`src/rtl/lvl_trig_pkg.sv`:
```
package lvl_trig_pkg;

    // Trigger vector bit positions (decoded by the window detector)
    localparam int TV_MAN     = 0;
    localparam int TV_A_RISE  = 1;
    localparam int TV_A_FALL  = 2;
    localparam int TV_B_RISE  = 3;
    localparam int TV_B_FALL  = 4;
    localparam int TV_USER_LO = 16;
    localparam int TV_LANE_STRIDE = 2;

    typedef enum logic {
        HIST_EMPTY,
        HIST_PRIMED
    } hist_state_t;

    typedef enum logic [1:0] {
        MAN_IDLE,
        MAN_FIRE,
        MAN_HOLD
    } man_state_t;

endpackage

```
`src/rtl/lvl_chan.sv`:
```
module lvl_chan
    import lvl_trig_pkg::*;
#(
    parameter int LANE_W   = 16,
    parameter int SAMPLE_W = 14
) (
    input  logic                     clk,
    input  logic                     rst_n,
    input  logic                     smp_valid,
    input  logic        [LANE_W-1:0] lane,
    input  logic signed [LANE_W-1:0] thr_rise,
    input  logic signed [LANE_W-1:0] thr_fall,
    output logic                     rise_hit,
    output logic                     fall_hit
);

    logic signed [LANE_W-1:0] cur_s;
    logic signed [LANE_W-1:0] prev_q;
    hist_state_t              st_q;
    hist_state_t              st_d;

    // Sample extraction: sign taken from the sample MSB only
    generate
        if (LANE_W > SAMPLE_W) begin : g_ext
            logic unused_lane_hi;
            assign unused_lane_hi = ^lane[LANE_W-1:SAMPLE_W];
            assign cur_s = {{(LANE_W-SAMPLE_W){lane[SAMPLE_W-1]}}, lane[SAMPLE_W-1:0]};
        end else begin : g_full
            assign cur_s = lane;
        end
    endgenerate

    // Next-state logic
    always_comb begin
        st_d = st_q;
        unique case (st_q)
            HIST_EMPTY:  if (smp_valid) st_d = HIST_PRIMED;
            HIST_PRIMED: st_d = HIST_PRIMED;
            default:     st_d = HIST_EMPTY;
        endcase
    end

    // State and history register
    always_ff @(posedge clk or negedge rst_n) begin
        if (!rst_n) begin
            st_q   <= HIST_EMPTY;
            prev_q <= '0;
        end else begin
            st_q <= st_d;
            if (smp_valid) prev_q <= cur_s;
        end
    end

    // Outputs
    always_comb begin
        rise_hit = 1'b0;
        fall_hit = 1'b0;
        unique case (st_q)
            HIST_EMPTY: begin
                rise_hit = 1'b0;
                fall_hit = 1'b0;
            end
            HIST_PRIMED: begin
                rise_hit = smp_valid && (prev_q < thr_rise) && (cur_s >= thr_rise);
                fall_hit = smp_valid && (prev_q >= thr_fall) && (cur_s < thr_fall);
            end
            default: begin
                rise_hit = 1'b0;
                fall_hit = 1'b0;
            end
        endcase
    end

endmodule

```
`src/rtl/lvl_man_fsm.sv`:
```
module lvl_man_fsm
    import lvl_trig_pkg::*;
(
    input  logic clk,
    input  logic rst_n,
    input  logic wr_strobe,
    output logic pulse
);

    man_state_t st_q;
    man_state_t st_d;

    always_comb begin
        st_d = st_q;
        unique case (st_q)
            MAN_IDLE: if (wr_strobe) st_d = MAN_FIRE;
            MAN_FIRE: st_d = wr_strobe ? MAN_HOLD : MAN_IDLE;
            MAN_HOLD: if (!wr_strobe) st_d = MAN_IDLE;
            default:  st_d = MAN_IDLE;
        endcase
    end

    always_ff @(posedge clk or negedge rst_n) begin
        if (!rst_n) st_q <= MAN_IDLE;
        else        st_q <= st_d;
    end

    always_comb begin
        unique case (st_q)
            MAN_FIRE: pulse = 1'b1;
            default:  pulse = 1'b0;
        endcase
    end

endmodule

```
`src/rtl/lvl_trig_gen.sv`:
```
module lvl_trig_gen
    import lvl_trig_pkg::*;
#(
    parameter int LANE_W   = 16,
    parameter int SAMPLE_W = 14
) (
    input  logic                clk,
    input  logic                rst_n,
    input  logic                s_valid,
    input  logic [2*LANE_W-1:0] s_data,
    input  logic [LANE_W-1:0]   thr_a_rise,
    input  logic [LANE_W-1:0]   thr_a_fall,
    input  logic [LANE_W-1:0]   thr_b_rise,
    input  logic [LANE_W-1:0]   thr_b_fall,
    input  logic                man_wr,
    input  logic [2*LANE_W-TV_USER_LO-1:0] user_trig,
    output logic [2*LANE_W-1:0] trig_vec
);

    localparam int NUM_CH = 2;
    localparam int VEC_W  = NUM_CH * LANE_W;
    localparam int USER_W = VEC_W - TV_USER_LO;

    logic signed [LANE_W-1:0] thr_r [NUM_CH];
    logic signed [LANE_W-1:0] thr_f [NUM_CH];
    logic [NUM_CH-1:0]        rise_v;
    logic [NUM_CH-1:0]        fall_v;
    logic                     man_pulse;
    logic [VEC_W-1:0]         vec_d;
    logic [VEC_W-1:0]         vec_q;

    assign thr_r[0] = thr_a_rise;
    assign thr_f[0] = thr_a_fall;
    assign thr_r[1] = thr_b_rise;
    assign thr_f[1] = thr_b_fall;

    generate
        for (genvar c = 0; c < NUM_CH; c++) begin : g_lane
            lvl_chan #(
                .LANE_W   (LANE_W),
                .SAMPLE_W (SAMPLE_W)
            ) u_chan (
                .clk       (clk),
                .rst_n     (rst_n),
                .smp_valid (s_valid),
                .lane      (s_data[c*LANE_W +: LANE_W]),
                .thr_rise  (thr_r[c]),
                .thr_fall  (thr_f[c]),
                .rise_hit  (rise_v[c]),
                .fall_hit  (fall_v[c])
            );
        end
    endgenerate

    lvl_man_fsm u_man (
        .clk       (clk),
        .rst_n     (rst_n),
        .wr_strobe (man_wr),
        .pulse     (man_pulse)
    );

    always_comb begin
        vec_d = '0;
        for (int c = 0; c < NUM_CH; c++) begin
            vec_d[TV_A_RISE + TV_LANE_STRIDE*c] = rise_v[c];
            vec_d[TV_A_FALL + TV_LANE_STRIDE*c] = fall_v[c];
        end
        vec_d[TV_USER_LO +: USER_W] = user_trig;
    end

    always_ff @(posedge clk or negedge rst_n) begin
        if (!rst_n) vec_q <= '0;
        else        vec_q <= vec_d;
    end

    assign trig_vec = {vec_q[VEC_W-1:TV_MAN+1], man_pulse};

endmodule

```
`config.mk`:
```
export PLATFORM = sky130hd
export DESIGN_NAME = lvl_trig_gen
export DESIGN_NICKNAME = d
export VERILOG_FILES = /design/src/rtl/lvl_trig_pkg.sv /design/src/rtl/lvl_chan.sv /design/src/rtl/lvl_man_fsm.sv /design/src/rtl/lvl_trig_gen.sv
export SDC_FILE = /design/constraint.sdc
export NUM_CORES = 1
export LEC_CHECK = 0
export BUFFER_PORTS_ARGS = -buffer_cell sky130_fd_sc_hd__buf_2
export CORE_MARGIN = 2
export CORE_UTILIZATION = 53
export CTS_CLUSTER_DIAMETER = 120
export CTS_CLUSTER_SIZE = 10
export DETAILED_ROUTE_END_ITERATION = 7
export PLACE_DENSITY_LB_ADDON = 0.08
export SYNTH_ARGS = -nofsm -noshare
export SYNTH_HDL_FRONTEND = slang
export SYNTH_SLANG_ARGS = --single-unit
```
`constraint.sdc`:
```
create_clock -name clk -period 3.1 [get_ports clk]
set_input_delay 0.31 -clock clk [delete_from_list [all_inputs] [get_ports clk]]
set_output_delay 0.31 -clock clk [all_outputs]
set_load 0.05 [all_outputs]
```
After elaboration in Yosys (flattened, before gate mapping)
Index checks and enable logic that the tools add are counted.

Register bits: 52. Logic and storage cells: 42. Input port bits: 116.

Multiplexer cells: 12. Reduce and logical (&&, ||, !) cells: 10. Bitwise gates (word level): 2. Equality and inequality tests: 4. $lt $le $gt $ge: 8.

Operator list (number): 14-bit by 16-bit greater-or-equal comparator with 1-bit output (4); 14-bit by 16-bit < comparator with 1-bit output (4); 1-bit one-hot mux with 2 select lines (6); 1-bit logical AND (8); 2-bit 2-to-1 mux (3); 2-bit one-hot mux with 3 select lines (1); 2-bit inequality test, second input constant (2); 2-bit by 1-bit equality test with 1-bit output, second input constant (1); 2-bit equality test, second input constant (1); 2-bit logical NOT (1); 1-bit 2-to-1 mux (2); 1-bit inverter (2); 2-bit AND reduction (1).

Longest topological paths before layout
Depth after elaboration: 4. Gate-level depth with buffers: 8. Mapped depth without buffers: 8.

Modules after synthesis
Synthesis repeated with hierarchy kept, for this count alone.

Cells, all modules: 489. Area, all modules: 4758.3 um2.

Modules (own cells, without submodules): lvl_chan (area an instance 2039.5 um2, cells an instance 225, sequential area each 375.4 um2, instances 2); lvl_trig_gen (area an instance 594.3 um2, cells an instance 33, sequential area each 500.5 um2, instances 1); lvl_man_fsm (area an instance 85.1 um2, cells an instance 6, sequential area each 50.0 um2, instances 1).

Least setup slack after synthesis
OpenSTA, ideal clock, no wires.

Path type: register -> register. Start: reg g_lane[1].u_chan.prev_q[5]. End: reg vec_q[3]. Stages on the path, launching flop included: 8. Required time: 2.989 ns. Path slack: 0.901 ns. Data arrival time: 2.088 ns. Period minus slack after synthesis: 2.199 ns. Cell sequence: dfrtp_1 -> ha_1 -> a211o_2 -> a21oi_1 -> nor2_1 -> a2111oi_2 -> mux2_4 -> a2111oi_2.

Word-level cells in the longest chain between the ends: 4.

RTL lines: start: declaration (RTL line lvl_chan.sv:18) `logic signed [LANE_W-1:0] prev_q;`; start signal: assignment (RTL line lvl_chan.sv:50) `if (smp_valid) prev_q <= cur_s;`; 14-bit by 16-bit < comparator with 1-bit output (RTL line lvl_chan.sv:64) `rise_hit = smp_valid && (prev_q < thr_rise) && (cur_s >= thr_rise);`; 1-bit logical AND (2 in series) (RTL line lvl_chan.sv:64); 1-bit one-hot mux with 2 select lines (RTL line lvl_chan.sv:58) `unique case (st_q)`; named net g_lane[1].u_chan.rise_hit (RTL line lvl_chan.sv:13) `output logic rise_hit,`; end signal: assignment (RTL line lvl_trig_gen.sv:73) `else vec_q <= vec_d;`; end: declaration (RTL line lvl_trig_gen.sv:30) `logic [VEC_W-1:0] vec_q;`.

The timed path passes the listed nets, and every way through them passes these cells. A chain may end at the register's enable or synchronous reset.

Final worst setup path
Same ends and word-level chain as after synthesis.

==> reports/qor.log <==
INFO  synthesis      synth_top_cell_by_area=sky130_fd_sc_hd__ha_1
INFO  power          total_power=0.001917W
INFO  sta            post-route-period-util=0.7719
INFO  setup_path     arrival=2600ps
INFO  routing        drc_violations_left=0
INFO  global_route   grt_start_max_net_pins=30
INFO  final_layout   final_cell_mix=sky130_fd_sc_hd__buf_2 (132), sky130_fd_sc_hd__ha_1 (124), sky130_fd_sc_hd__inv_1 (68)
INFO  routing        detail_route.vias_per_cell=5.346
INFO  die            floorplan.die.height=98.62µm
INFO  setup_path     timing.rr.start=g_lane[1].u_chan.prev_q[5]
INFO  setup_path     critical_path_required=3310ps
INFO  setup_path     worst_setup_path_start_kind=flop
INFO  die            die_x=98.62µm
INFO  routing        post_drt_wl_per_cell=14.08µm
INFO  sta            worst_pin_slew=672.1ps
INFO  final_layout   area.sequential=1301µm²
INFO  cts            clock_tree.buffer_depth=2
INFO  setup_path     critPathLaunch=g_lane[1].u_chan.prev_q[5]
INFO  synthesis      synth-seq-cells=52
INFO  place          detailed_place_hpwl=8.946mm
INFO  die            rows=34
INFO  sta            timing_hold_violations_final=0
INFO  routing        initialDrtViolationCount=85
INFO  synthesis      synthesis.area=4745µm²
INFO  synthesis      synth_enable_flop_cells=0
INFO  cts            cts_setup_buffers=0
INFO  synthesis      synth.area.top_cells=sky130_fd_sc_hd__ha_1 (33%), sky130_fd_sc_hd__dfrtp_1 (27%), sky130_fd_sc_hd__mux2_2 (6.2%)
INFO  synthesis      synth_area_per_cell=9.663µm²
INFO  min_path       hp-class=primary input to asynchronous set/reset pin
INFO  synthesis      synth.distinct_cells=46
INFO  synthesis      async_reset_ff_frac=1.000
INFO  final_layout   most_common_cell_after_layout_fill_and_taps_aside=sky130_fd_sc_hd__buf_2
INFO  status         status=finished clean
INFO  die            initial_utilization=0.5440
INFO  power          ir_worst_vdd=0.2222mV
INFO  final_layout   area_delta_synth_final=17.88%
INFO  power          static-leakage-power=3.117nW
INFO  cts            cts.reportedPaths.clkPinSlew=110ps
INFO  power          power_density=342.8nW/µm²
INFO  cts            tritoncts_buffers=5
INFO  setup_path     timing.critical_path.fanout_max=3
INFO  cts            root_buffer=sky130_fd_sc_hd__clkbuf_8
INFO  place          gp_routability_congestion=0.8624
INFO  routing        first_pass_drt_iterations=4
INFO  die            top_level_ports=148
INFO  synthesis      synth-main-ff-cell=sky130_fd_sc_hd__dfrtp_1
INFO  cts            clock_tree_from_tritoncts=built
INFO  die            fp.coreArea=8721µm²
INFO  routing        antenna_left=0
INFO  sta            timing.max_slew.rel_slack=0.5519
INFO  final_layout   fillers=752
INFO  cts            post_cts.resized_instances=0
INFO  sta            setup_viol=0
INFO  place          portBuffers=132
INFO  routing        vias=3935
INFO  setup_path     crit_type=flop to flop
INFO  synthesis      seq_area_frac_synth=0.2743
INFO  synthesis      synth_largest_type_area_fraction=0.3270
INFO  sta            rsz0062_at_grt=false
INFO  sta            skew=3.797ps
INFO  final_layout   multiInputGateArea=3120µm²
INFO  final_layout   final_layout_size_suffix_gt1_frac=0.2834
INFO  cts            clkLatencyLatePin=310ps
INFO  global_route   grt_first_pass_wirelength=17.48mm
INFO  job            cap_viol_max_count=0
INFO  routing        route.final.wire_length=10.37mm
INFO  sta            finalWorstPathRequiredPeriod=2393ps
INFO  cts            ctsHtreeMaxLevel=2
INFO  final_layout   nNetsFinal=867
INFO  synthesis      yosysWarningCount=0
INFO  cts            cts_hold_buf=0
INFO  global_route   vias_in_the_first_global_route=3915
INFO  synthesis      post_synth_inst_count=491
INFO  final_layout   num_antenna_cells=0
INFO  die            die-area=9725µm²
INFO  sta            clock.fmax=417.9MHz
INFO  setup_path     worstSetupEndpointType=flop
INFO  sta            timing.setup.tns=0ps
INFO  global_route   antenna_found_initial=0
INFO  global_route   global_route.usage.total=0.2192
INFO  global_route   grt.overflow.total=0
INFO  cts            cts_num_sinks=52
INFO  sta            maxSlewViolCount=0
==> power by group <==
group | total [W] | switching [W] | internal, W
logic | 0.000712 | 0.000407 | 0.000305
clock network | 0.000433 | 0.000261 | 0.000171
registers | 0.000773 | 0.0000402 | 0.000733
==> logic make-up after synthesis <==
| group | after synthesis | share of synthesized area |
|---|---|---|
| compound gates | 107 | 0.1479 |
| mux | 28 | 0.06698 |
| fa+ha+maj | 124 | 0.3270 |
| flops | 52 | 0.2743 |
| other cells | 1 | 0.0007904 |
| buf+inv | 84 | 0.07595 |
| simple gates | 95 | 0.1071 |
==> registers in the layout (all words and copies together), names as in the netlist <==
signal / flops
vec_q: 20
u_man.st_q: 2
g_lane.u_chan.st_q: 2
g_lane.u_chan.prev_q: 28
==> critical path, cell delays in order (launching register included) <==
cell and delay, ps:
sky130_fd_sc_hd__dfrtp_1 420, sky130_fd_sc_hd__ha_1 300, sky130_fd_sc_hd__a211o_2 330, sky130_fd_sc_hd__a21oi_1 140
sky130_fd_sc_hd__nor2_1 70, sky130_fd_sc_hd__a2111oi_2 330, sky130_fd_sc_hd__mux2_4 340, sky130_fd_sc_hd__a2111oi_2 360
==> stage by stage <==
| step | util | hold WS, ps | setup slack [ps] | instance area [µm²] | instances |
|---|---|---|---|---|---|
| floorplan | - | 14.41 | 900.7 | 4782 | 501 |
| global placement | 0.6301 | 386.9 | 748.6 | 5495 | 728 |
| detailed placement | 0.6301 | 392.1 | 688.5 | 5495 | 728 |
| CTS | 0.6413 | 34.16 | 714.7 | 5593 | 736 |
| global route | 0.6413 | 65.59 | 623.1 | 5593 | 736 |
| finish | 0.6413 | 14.12 | 707.0 | 5593 | 736 |
==> worst paths after layout <==
kind	to	slack, ps	cells after the start
setup / recovery	vec_q[3]	710	7
hold / removal	g_lane[1].u_chan.prev_q[4]	10	1
setup reg to reg	vec_q[3]	710	7
hold reg to reg	u_man.st_q[0]	450	1
max in group asynchronous	vec_q[22]	2410	2
min in group clk	vec_q[27]	90	1
==> final cells by class <==
| type | count | area share |
|---|---|---|
| Clock buffer | 5 | 0.01230 |
| Clock inverter | 3 | 0.005145 |
| Inverter | 68 | 0.04564 |
| Multi-Input combinational cell | 365 | 0.5579 |
| Sequential cell | 52 | 0.2327 |
| Tap cell | 108 | 0.02416 |
| Timing Repair Buffer | 135 | 0.1221 |
==> layer usage <==
metal  wire (µm)  share of wire  GRT usage  vias to the layer above
met5           0              0          0                        -
met4         138          0.013    0.05163                        0
met3         367          0.035    0.02837                       13
met2        5172           0.50     0.3914                       94
met1        4686           0.45     0.2829                     1792
li1            -              -          -                     2036
==> synthesized netlist by cell type, types with 3 or more instances <==
library cell               number
sky130_fd_sc_hd__a211oi_1       5
sky130_fd_sc_hd__a21o_1        17
sky130_fd_sc_hd__a21oi_1       35
sky130_fd_sc_hd__a31oi_1        3
sky130_fd_sc_hd__and4_1         3
sky130_fd_sc_hd__buf_4         12
sky130_fd_sc_hd__clkbuf_1       4
sky130_fd_sc_hd__dfrtp_1       52
sky130_fd_sc_hd__ha_1         124
sky130_fd_sc_hd__inv_1         68
sky130_fd_sc_hd__mux2_2        26
sky130_fd_sc_hd__nand2_1       18
sky130_fd_sc_hd__nand2b_1       3
sky130_fd_sc_hd__nand3_1        8
sky130_fd_sc_hd__nand4_1       19
sky130_fd_sc_hd__nor2_1        16
sky130_fd_sc_hd__nor2b_1       11
sky130_fd_sc_hd__nor4_1         3
sky130_fd_sc_hd__o211ai_1       6
sky130_fd_sc_hd__o21a_1         6
sky130_fd_sc_hd__o21ai_0       18
sky130_fd_sc_hd__or2_2          3
(Power assumes the default switching activity.)
